`config.mk`:
```
export PLATFORM = sky130hd
export DESIGN_NAME = sysctl_bank
export DESIGN_NICKNAME = d
export VERILOG_FILES = /design/src/rtl/sysctl_pkg.sv /design/src/rtl/sysctl_lock.sv /design/src/rtl/sysctl_setclr.sv /design/src/rtl/sysctl_irq.sv /design/src/rtl/sysctl_bank.sv
export SDC_FILE = /design/constraint.sdc
export NUM_CORES = 1
export LEC_CHECK = 0
export BUFFER_PORTS_ARGS = -buffer_cell sky130_fd_sc_hd__buf_2
export CORE_UTILIZATION = 60
export DETAILED_ROUTE_END_ITERATION = 10
export PLACE_DENSITY = 0.83
export SLEW_MARGIN = 10
export SYNTH_ARGS = -nofsm -noshare
export SYNTH_HDL_FRONTEND = slang
export SYNTH_SLANG_ARGS = --single-unit
```
`constraint.sdc`:
```
create_clock -name clk -period 5 [get_ports clk]
set_input_delay 1 -clock clk [delete_from_list [all_inputs] [get_ports clk]]
set_output_delay 1 -clock clk [all_outputs]
set_load 0.01 [all_outputs]
```
`src/rtl/sysctl_pkg.sv`:
```
package sysctl_pkg;

   // word indices the bus decoder uses
   localparam int unsigned IX_IDENT   = 0;
   localparam int unsigned IX_CPUINFO = 1;
   localparam int unsigned IX_OSC     = 2;
   localparam int unsigned IX_CTRL    = 3;
   localparam int unsigned IX_STAT    = 4;
   localparam int unsigned IX_LOCK    = 5;
   localparam int unsigned IX_AUXOSC  = 7;
   localparam int unsigned IX_SDCFG   = 8;
   localparam int unsigned IX_INIT    = 9;
   localparam int unsigned IX_FLG_SET = 12;
   localparam int unsigned IX_FLG_CLR = 13;
   localparam int unsigned IX_NVF_SET = 14;
   localparam int unsigned IX_NVF_CLR = 15;
   localparam int unsigned IX_IRQ_ST  = 16;
   localparam int unsigned IX_RAW_A   = 17;
   localparam int unsigned IX_IEN_SET = 18;
   localparam int unsigned IX_IEN_CLR = 19;
   localparam int unsigned IX_SW_SET  = 20;
   localparam int unsigned IX_SW_CLR  = 21;
   localparam int unsigned IX_FIQ_ST  = 24;
   localparam int unsigned IX_RAW_B   = 25;
   localparam int unsigned IX_FEN_SET = 26;
   localparam int unsigned IX_FEN_CLR = 27;
   localparam int unsigned IX_VOLT_LO = 32;
   localparam int unsigned IX_VOLT_HI = 35;
   localparam int unsigned IX_SPD_LO  = 64;
   localparam int unsigned SPD_USED   = 32;
   localparam int unsigned IX_SPD_HI  = 127;

   localparam logic [31:0] IDENT_WORD = 32'h411A_3001;
   localparam logic [31:0] STAT_WORD  = 32'h0010_0000;
   localparam logic [31:0] OSC_RST    = 32'h0100_0048;
   localparam logic [31:0] AUXOSC_RST = 32'h0007_FEFF;
   localparam logic [31:0] SDCFG_BASE = 32'h0001_1122;
   localparam logic [31:0] INIT_RST   = 32'h0000_0112;
   localparam logic [31:0] UNLOCK_RD  = 32'h0001_A05F;

   // number of set/clear words held in the bank
   localparam int unsigned N_SC    = 4;
   localparam int unsigned SC_FLG  = 0;
   localparam int unsigned SC_NVF  = 1;
   localparam int unsigned SC_IEN  = 2;
   localparam int unsigned SC_FEN  = 3;

   function automatic logic [31:0] size_code(int unsigned mb);
      if (mb >= 256)      return 32'h10;
      else if (mb >= 128) return 32'h0C;
      else if (mb >= 64)  return 32'h08;
      else if (mb >= 32)  return 32'h04;
      else                return 32'h00;
   endfunction

   function automatic logic [7:0] size_byte(int unsigned mb);
      if (mb >= 256)      return 8'd64;
      else if (mb >= 128) return 8'd32;
      else if (mb >= 64)  return 8'd16;
      else if (mb >= 32)  return 8'd4;
      else                return 8'd2;
   endfunction

   function automatic logic [7:0] spd_byte(int unsigned k, int unsigned mb);
      case (k)
         0: return 8'd128;  1: return 8'd8;    2: return 8'd4;    3: return 8'd11;
         4: return 8'd9;    5: return 8'd1;    6: return 8'd64;   8: return 8'd2;
         9: return 8'hA0;   10: return 8'hA0;  13: return 8'd8;   15: return 8'd1;
         16: return 8'h0E;  17: return 8'd4;   18: return 8'h1C;  19: return 8'd1;
         20: return 8'd2;   21: return 8'h20;  22: return 8'hC0;  27: return 8'h30;
         28: return 8'h28;  29: return 8'h30;  30: return 8'h28;
         31: return size_byte(mb);
         default: return 8'd0;
      endcase
   endfunction

endpackage

```
`src/rtl/sysctl_lock.sv`:
```
module sysctl_lock #(
   parameter int unsigned KEY_W = 16,
   parameter logic [KEY_W-1:0] KEY = 16'hA05F
) (
   input  logic             clk,
   input  logic             rst_n,
   input  logic             we,
   input  logic [KEY_W-1:0] wdata,
   output logic [KEY_W-1:0] key_q,
   output logic             unlocked
);

   always_ff @(posedge clk) begin
      if (!rst_n)  key_q <= '0;
      else if (we) key_q <= wdata;
   end

   assign unlocked = (key_q == KEY);

   // only the written low half is held
   p_lock_store_r2: assert property (@(posedge clk) disable iff (!rst_n)
      we |=> key_q == $past(wdata));

endmodule

```
`src/rtl/sysctl_setclr.sv`:
```
module sysctl_setclr #(
   parameter int unsigned W = 32,
   parameter logic [W-1:0] RST = '0
) (
   input  logic         clk,
   input  logic         rst_n,
   input  logic         set_we,
   input  logic         clr_we,
   input  logic [W-1:0] mask,
   output logic [W-1:0] q
);

   always_ff @(posedge clk) begin
      if (!rst_n)      q <= RST;
      else if (set_we) q <= q | mask;
      else if (clr_we) q <= q & ~mask;
   end

   // a clear leaves none of the written bits standing
   p_clear_done_r5: assert property (@(posedge clk) disable iff (!rst_n)
      (clr_we && !set_we) |=> ((q & $past(mask)) == '0));

endmodule

```
`src/rtl/sysctl_irq.sv`:
```
module sysctl_irq #(
   parameter int unsigned W = 32
) (
   input  logic         clk,
   input  logic         rst_n,
   input  logic [W-1:0] raw,
   input  logic [W-1:0] irq_en,
   input  logic [W-1:0] fiq_en,
   output logic         irq_o,
   output logic         fiq_o
);

   always_ff @(posedge clk) begin
      if (!rst_n) begin
         irq_o <= 1'b0;
         fiq_o <= 1'b0;
      end else begin
         irq_o <= |(raw & irq_en);
         fiq_o <= |(raw & fiq_en);
      end
   end

   // no request without a pending raw bit one cycle earlier
   p_quiet_r10: assert property (@(posedge clk) disable iff (!rst_n)
      $past(raw == '0) |-> (!irq_o && !fiq_o));

endmodule

```
`src/rtl/sysctl_bank.sv`:
```
module sysctl_bank
   import sysctl_pkg::*;
#(
   parameter int unsigned ADDR_W = 7,
   parameter int unsigned MEM_MB = 128,
   parameter int unsigned KEY_W  = 16,
   parameter logic [KEY_W-1:0] UNLOCK_KEY = 16'hA05F
) (
   input  logic              clk,
   input  logic              rst_n,
   input  logic              bus_sel,
   input  logic              bus_wr,
   input  logic [ADDR_W-1:0] bus_widx,
   input  logic [31:0]       bus_wdata,
   output logic [31:0]       bus_rdata,
   output logic              bus_err,
   output logic              remap_o,
   output logic              led_o,
   output logic              board_rst_o,
   output logic              irq_o,
   output logic              fiq_o
);

   localparam logic [31:0] SDCFG_RST = SDCFG_BASE | size_code(MEM_MB);
   localparam int unsigned CTRL_RST_BIT = 3;

   if (ADDR_W < 7) begin : g_bad_addr
      $error("sysctl_bank: ADDR_W must reach the SPD window");
   end
   if (KEY_W > 16 || KEY_W == 0) begin : g_bad_key
      $error("sysctl_bank: KEY_W must be 1..16");
   end

   logic [31:0] widx;
   logic        wr, rd;
   assign widx = 32'(bus_widx);
   assign wr   = bus_sel &  bus_wr;
   assign rd   = bus_sel & ~bus_wr;

   // lock key
   logic [KEY_W-1:0] key_q;
   logic             unlocked;
   sysctl_lock #(.KEY_W(KEY_W), .KEY(UNLOCK_KEY)) u_lock (
      .clk(clk), .rst_n(rst_n),
      .we(wr && widx == IX_LOCK), .wdata(bus_wdata[KEY_W-1:0]),
      .key_q(key_q), .unlocked(unlocked));

   // set/clear words: flags, non-volatile flags, IRQ and FIQ enables
   localparam int unsigned SET_IX [N_SC] = '{IX_FLG_SET, IX_NVF_SET, IX_IEN_SET, IX_FEN_SET};
   localparam int unsigned CLR_IX [N_SC] = '{IX_FLG_CLR, IX_NVF_CLR, IX_IEN_CLR, IX_FEN_CLR};
   logic [31:0] sc_q [N_SC];
   for (genvar g = 0; g < N_SC; g++) begin : g_sc
      sysctl_setclr #(.W(32), .RST('0)) u_sc (
         .clk(clk), .rst_n(rst_n),
         .set_we(wr && widx == SET_IX[g]), .clr_we(wr && widx == CLR_IX[g]),
         .mask(bus_wdata), .q(sc_q[g]));
   end

   // software interrupt bit, the only live raw bit
   logic        soft_q;
   logic [31:0] raw;
   sysctl_setclr #(.W(1), .RST(1'b0)) u_soft (
      .clk(clk), .rst_n(rst_n),
      .set_we(wr && widx == IX_SW_SET && bus_wdata[0]),
      .clr_we(wr && widx == IX_SW_CLR && bus_wdata[0]),
      .mask(1'b1), .q(soft_q));
   assign raw = {31'b0, soft_q};

   sysctl_irq #(.W(32)) u_irq (
      .clk(clk), .rst_n(rst_n), .raw(raw),
      .irq_en(sc_q[SC_IEN]), .fiq_en(sc_q[SC_FEN]),
      .irq_o(irq_o), .fiq_o(fiq_o));

   // plain storage words
   logic [31:0] osc_q, aux_q, sdcfg_q, init_q, ctrl_q;
   always_ff @(posedge clk) begin
      if (!rst_n) begin
         osc_q       <= OSC_RST;
         aux_q       <= AUXOSC_RST;
         sdcfg_q     <= SDCFG_RST;
         init_q      <= INIT_RST;
         ctrl_q      <= '0;
         board_rst_o <= 1'b0;
      end else begin
         board_rst_o <= wr && widx == IX_CTRL && bus_wdata[CTRL_RST_BIT];
         if (wr && widx == IX_OSC && unlocked)    osc_q   <= bus_wdata;
         if (wr && widx == IX_AUXOSC && unlocked) aux_q   <= bus_wdata;
         if (wr && widx == IX_SDCFG)              sdcfg_q <= bus_wdata;
         if (wr && widx == IX_INIT)               init_q  <= bus_wdata;
         if (wr && widx == IX_CTRL) begin
            ctrl_q <= bus_wdata;
            ctrl_q[CTRL_RST_BIT] <= 1'b0;
         end
      end
   end
   assign remap_o = ~ctrl_q[2];
   assign led_o   =  ctrl_q[0];

   // read decode
   logic [31:0] rd_val;
   logic        rd_ok;
   always_comb begin
      rd_val = '0;
      rd_ok  = 1'b1;
      case (widx)
         IX_IDENT:   rd_val = IDENT_WORD;
         IX_CPUINFO: rd_val = '0;
         IX_OSC:     rd_val = osc_q;
         IX_CTRL:    rd_val = ctrl_q;
         IX_STAT:    rd_val = STAT_WORD;
         IX_LOCK:    rd_val = unlocked ? UNLOCK_RD : 32'(key_q);
         IX_AUXOSC:  rd_val = aux_q;
         IX_SDCFG:   rd_val = sdcfg_q;
         IX_INIT:    rd_val = init_q;
         IX_FLG_SET: rd_val = sc_q[SC_FLG];
         IX_NVF_SET: rd_val = sc_q[SC_NVF];
         IX_IRQ_ST:  rd_val = raw & sc_q[SC_IEN];
         IX_RAW_A,
         IX_RAW_B:   rd_val = raw;
         IX_IEN_SET: rd_val = sc_q[SC_IEN];
         IX_SW_SET:  rd_val = {31'b0, raw[0]};
         IX_FIQ_ST:  rd_val = raw & sc_q[SC_FEN];
         IX_FEN_SET: rd_val = sc_q[SC_FEN];
         default: begin
            if (widx >= IX_VOLT_LO && widx <= IX_VOLT_HI)
               rd_val = '0;
            else if (widx >= IX_SPD_LO && widx < IX_SPD_LO + SPD_USED)
               rd_val = {24'b0, spd_byte(widx - IX_SPD_LO, MEM_MB)};
            else if (widx >= IX_SPD_LO && widx <= IX_SPD_HI)
               rd_val = '0;
            else
               rd_ok = 1'b0;
         end
      endcase
   end

   // write decode: which indices accept a write
   logic wr_ok;
   always_comb begin
      case (widx)
         IX_OSC, IX_CTRL, IX_LOCK, IX_AUXOSC, IX_SDCFG, IX_INIT,
         IX_FLG_SET, IX_FLG_CLR, IX_NVF_SET, IX_NVF_CLR,
         IX_IEN_SET, IX_IEN_CLR, IX_SW_SET, IX_SW_CLR,
         IX_FEN_SET, IX_FEN_CLR: wr_ok = 1'b1;
         default: wr_ok = (widx >= IX_VOLT_LO && widx <= IX_VOLT_HI);
      endcase
   end

   always_ff @(posedge clk) begin
      if (!rst_n) begin
         bus_rdata <= '0;
         bus_err   <= 1'b0;
      end else begin
         bus_err <= (rd && !rd_ok) || (wr && !wr_ok);
         if (rd) bus_rdata <= rd_ok ? rd_val : '0;
      end
   end

   // a locked bank keeps both oscillator words
   p_osc_locked_r3: assert property (@(posedge clk) disable iff (!rst_n)
      (wr && widx == IX_OSC && !unlocked) |=> $stable(osc_q));
   p_aux_locked_r3: assert property (@(posedge clk) disable iff (!rst_n)
      (wr && widx == IX_AUXOSC && !unlocked) |=> $stable(aux_q));
   // an erroring read returns zero
   p_err_zero_r12: assert property (@(posedge clk) disable iff (!rst_n)
      (bus_err && $past(rd)) |-> bus_rdata == '0);
   // the reset request never lasts into a cycle without a new request
   p_rst_pulse_r7: assert property (@(posedge clk) disable iff (!rst_n)
      (board_rst_o && !(wr && widx == IX_CTRL)) |=> !board_rst_o);

endmodule

```
==> results.json, run 1 <==
{
  "status": "complete, no violations",
  "post-cts-setup-buffers": 0,
  "via_per_inst": 6.88,
  "grt.busiest_layer": "met2",
  "relSlewSlack": 0.162,
  "layoutNonFillerInstCount": 2159,
  "cp.required_ns": 5.40,
  "use_met3": 0.117,
  "setup_ws_ns": 1.21,
  "finalSetupViolations": 0,
  "reg2reg_to": "osc_q[1]",
  "grt_pass1_vias": 14000,
  "area.growth.synth_to_final_pct": 11.4,
  "crit_type": "primary input to flop",
  "dpl.hpwl_mm": 32.5,
  "io_pins": 81,
  "track_usage": 0.406,
  "slowest_stage": "o211ai_1",
  "drv_slew": 0,
  "crit_start": "bus_widx[1]",
  "worstPathMaxFanout": 38,
  "hp-class": "flop to flop",
  "cts.repair.resized": 0,
  "wl_per_cell_um": 24.7,
  "dieArea_sq_um": 25800,
  "fp.dieW_um": 161,
  "cp-endpoint": "bus_rdata[25]",
  "syn_area_per_cell_sq_um": 8.32,
  "power.leakage_uw": 0.00577,
  "numPortBuffers": 80,
  "cts_tree": "done",
  "irDropWorstVdd_mv": 0.235,
  "clock_path_buffers": 3,
  "h-tree-depth": 2,
  "rows": 57,
  "hold_ws_ns": 0.447,
  "root_buffer": "clkbuf_16",
  "ys_top_cells_by_area": "dfxtp_1 45%, nand2_1 9.1%, a22oi_1 7.9%, mux2i_1 7.4%, nor2_1 5.4%",
  "firstDrtPassIters": 7,
  "grt_max_degree": 235,
  "cp_data_arrival_time_ns": 4.20,
  "r2r-start": "u_lock.key_q[11]",
  "start_util": 0.617,
  "path_cells": "buf_2, buf_4, o22ai_1, o211ai_1, nor2_1, buf_4, a221o_1",
  "synthCells": 1817,
  "num-nets-final": 1853,
  "fin_crit_ns": 3.79,
  "finalHoldViolCount": 0,
  "grt_use_met1": 0.536,
  "fmax_mhz": 264,
  "ys_seq_area_frac": 0.450,
  "path_clk_slew_ns": 0.06,
  "cts_hold_buf": 0,
  "numCtsBuffers": 36,
  "grt_overflow": 0,
  "drt_iter0_drc": 2531,
  "clk_latency_ns": 0.53,
  "finalPower_uw": 5810,
  "dp_slack_ns": 0.981,
  "grt_setup_unrepaired": "no",
  "dp_cells": 2096,
  "die_h_um": 161,
  "vias": 14900,
  "fillers": 1879,
  "synth-edff-count": 0,
  "skew_ns": 0.0185,
  "critPathMostFrequentCell": "buf_4",
  "totalWireLength_mm": 53.3,
  "synth-async-reset-ratio": 0,
  "synth_top_cell_area_share": 0.450,
  "synth_cell_types": 73,
  "yosys_warnings": 0,
  "grt_pass1_wl_mm": 81.3,
  "layout-drive-gt1-share": 0.115,
  "syn_area_sq_um": 15100,
  "yosysTopAreaCell": "dfxtp_1",
  "tightest_slew_ns": 1.26,
  "start_kind": "primary input",
  "drtAntennaViolNets": 0,
  "gp_congestion": 0.994,
  "core_sq_um": 24500,
  "r2r_slack_ns": 2.30,
  "syn_nets": 1860,
  "end_kind": "flop",
  "cts.sinks": 340,
  "drc": 0,
  "finalSetupTns_ns": 0,
  "cap_violations": 0,
  "ys_ff_latch": 340,
  "min_period_over_period": 0.759,
  "use_met2": 0.595,
  "reg2reg_depth": 6,
  "powerDensity_nw_per_um2": 344,
  "synth_ff_type": "dfxtp_1",
  "antenna_found_initial": 1,
  "slowest_delay_ns": 0.92
}
cells in the mapped netlist (all sizes together), types with 7 or more instances:
| master | count |
|---|---|
| and2 | 9 |
| nand2b | 10 |
| a222oi | 12 |
| o22ai | 8 |
| nor2 | 216 |
| o21ai | 31 |
| and3 | 17 |
| a31oi | 8 |
| nand4 | 8 |
| dfxtp | 340 |
| nor4 | 7 |
| a22o | 22 |
| nand2 | 367 |
| nor3 | 24 |
| a221o | 12 |
| a221oi | 26 |
| buf | 62 |
| a22oi | 160 |
| mux2i | 112 |
| nor2b | 11 |
| inv | 12 |
| nand3 | 30 |
| clkbuf | 117 |
| a21oi | 101 |
worst min path at each step:
stage | start | end | slack, ns | cells past startpoint
after floorplan | flop | bus_rdata[20] | 0.43 | 2
after global placement | flop | bus_rdata[20] | 0.44 | 2
after detailed placement | bus_rdata[8] | bus_rdata[8] | 0.44 | 2
after CTS | bus_rdata[8] | bus_rdata[8] | 0.45 | 2
after global routing | bus_rdata[24] | bus_rdata[24] | 0.47 | 1
final | bus_rdata[8] | bus_rdata[8] | 0.45 | 2
cell families after synthesis:
family                    Yosys count  share of synthesized area
AOI/OAI and AO/OA                 432                      0.203
and+or+nand+nor                   736                      0.213
buffers and inverters             191                     0.0562
DFF                               340                      0.450
muxes                             117                     0.0778
xor gates and xnor gates            1                   0.000579
power by group:
| part | switching, uW | internal [uW] |
|---|---|---|
| Combinational | 244 | 67.3 |
| Sequential | 2.58 | 2710 |
| Clock | 1110 | 1670 |
cells in the final DEF, fill, tap and decap left out, types with 30 or more instances in the layout:
cell,instances
nand2_1,367
dfxtp_1,340
nor2_1,214
a22oi_1,160
mux2i_1,112
a21oi_1,101
buf_2,80
buf_4,49
clkbuf_16,37
nand3_1,30
area by class of cell:
cell class                 instances  area (sq um)  share of cell area
inverter                          12          52.6             0.00312
clock buffer                      54          1060              0.0629
multi-input combinational       1286          7510               0.446
timing repair buffer             134           868              0.0515
sequential                       340          6810               0.404
antenna                            1          2.50            0.000148
clock inverter                     8           148             0.00876
tap                              324           405              0.0240
stage by stage:
step,util,instance area (sq um)
floorplan,-,15100
global placement,0.638,15600
detailed placement,0.638,15600
CTS,0.687,16900
global route,0.687,16900
finish,0.687,16900
metal layers:
layer	share of wire	vias up
met1	0.37	6948
met2	0.42	1229
li1	-	6432
met4	0.055	0
met5	0	-
met3	0.16	241
worst max-delay path, delay by kind of cell:
| family | cells | cell delay (ns) |
|---|---|---|
| compound gates | 3 | 1.41 |
| buf+inv | 3 | 1.32 |
| simple gates | 1 | 0.43 |
No activity file was read; power rests on OpenSTA's default activity.
==> run 2, diff against run 1 <==
clock period = 3.8 ns   (was 5 ns; I/O delays follow)
==> run 2 against run 1 <==
Setup slack got worse by 0.12 ns. Via count fell by 0.22%. Utilization rose by 0.67 points. Non-clock buffer count rose by 25. Power rose by 31%. Routed wire length barely moved. First-iteration DRC count fell by 0.71%. Clock power rose by 30%. Critical endpoint is now osc_q[21].
==> results.json, run 2 (synthesized netlist as in run 1, its figures left out) <==
{
  "grt_max_degree": 246,
  "cts_hold_buf": 0,
  "start_util": 0.617,
  "tightest_slew_ns": 1.12,
  "numCtsBuffers": 36,
  "reg2reg_to": "osc_q[21]",
  "numPortBuffers": 80,
  "power.leakage_uw": 0.00590,
  "grt_overflow": 0,
  "grt_pass1_vias": 13900,
  "skew_ns": 0.0166,
  "antenna_found_initial": 2,
  "fin_crit_ns": 2.72,
  "vias": 14800,
  "drt_iter0_drc": 2513,
  "r2r_slack_ns": 1.17,
  "drtAntennaViolNets": 0,
  "dp_slack_ns": 0.679,
  "root_buffer": "clkbuf_16",
  "end_kind": "flop",
  "min_period_over_period": 0.715,
  "cp_data_arrival_time_ns": 3.08,
  "gp_congestion": 0.987,
  "path_clk_slew_ns": 0.06,
  "post-cts-setup-buffers": 0,
  "powerDensity_nw_per_um2": 447,
  "cap_violations": 0,
  "hold_ws_ns": 0.455,
  "firstDrtPassIters": 6,
  "dpl.hpwl_mm": 33.1,
  "fmax_mhz": 368,
  "cp-endpoint": "osc_q[21]",
  "io_pins": 81,
  "layout_commonest_cell": "nand2_1",
  "drc": 0,
  "h-tree-depth": 2,
  "status": "complete, no violations",
  "setup_ws_ns": 1.08,
  "dieArea_sq_um": 25800,
  "relSlewSlack": 0.255,
  "via_per_inst": 6.78,
  "drv_slew": 0,
  "track_usage": 0.408,
  "worstPathMaxFanout": 32,
  "clk_latency_ns": 0.54,
  "finalSetupViolations": 0,
  "die_h_um": 161,
  "clock_path_buffers": 3,
  "final_cell_mix": "367 x nand2_1, 340 x dfxtp_1, 214 x nor2_1, 160 x a22oi_1, 112 x mux2i_1",
  "wl_per_cell_um": 24.4,
  "crit_start": "bus_widx[3]",
  "finalSetupTns_ns": 0,
  "utilization": 0.694,
  "start_kind": "primary input",
  "cts.repair.resized": 0,
  "irDropWorstVdd_mv": 0.310,
  "finalPower_uw": 7600,
  "core_sq_um": 24500,
  "rows": 57,
  "cts.sinks": 340,
  "layout-drive-gt1-share": 0.130,
  "cp.required_ns": 4.16,
  "finalHoldViolCount": 0,
  "cts_tree": "done",
  "reg2reg_depth": 6,
  "grt_pass1_wl_mm": 81.3,
  "grt_setup_unrepaired": "no",
  "fp.dieW_um": 161,
  "num-nets-final": 1878,
  "area.growth.synth_to_final_pct": 12.5,
  "crit_type": "primary input to flop",
  "r2r-start": "u_lock.key_q[11]",
  "totalWireLength_mm": 53.2,
  "hp-class": "flop to flop"
}
-- run 2: critical path, stage by stage --
cell and delay (ns):
buf_2 0.32, buf_4 0.29, or4b_4 0.64, nor4_4 0.27, buf_4 0.39, mux2i_1 0.30, nor2_1 0.08
-- run 2: how the worst min path moves through the flow --
stage	from	endpoint	cells past startpoint
6_report	init_q[30]	init_q[30]	2
5_1_grt	init_q[11]	init_q[11]	2
4_1_cts	sdcfg_q[15]	sdcfg_q[15]	2
3_5_place_dp	init_q[30]	init_q[30]	2
3_3_place_gp	init_q[28]	init_q[28]	2
2_1_floorplan	flop	bus_rdata[20]	2
-- run 2: layout make-up --
| cell class | count | area (sq um) |
|---|---|---|
| well taps | 324 | 405 |
| clock buffers | 51 | 1090 |
| flip-flops and latches | 340 | 6810 |
| fillers | 1952 | 7510 |
| clock inverters | 11 | 129 |
| inverters | 12 | 52.6 |
| repair buffers | 159 | 1020 |
| multi-input cells | 1286 | 7510 |
| diodes | 2 | 5.00 |
-- run 2: through the flow --
stage,area [sq um],instances
after floorplan,15100,1817
after CTS,17000,2183
after detailed placement,15800,2121
after global routing,17000,2184
final,17000,2185
after global placement,15800,2121
-- run 2: per-layer routing --
metal	part of all wire	GRT usage
met1	0.38	0.542
met2	0.43	0.610
met3	0.14	0.112
met4	0.047	0.202
met5	0	0
-- run 2: report_power, final --
| group | switching (uW) | internal (uW) | total, uW |
|---|---|---|---|
| registers | 3.56 | 3570 | 3570 |
| logic | 319 | 95.0 | 414 |
| clock network | 1470 | 2140 | 3610 |
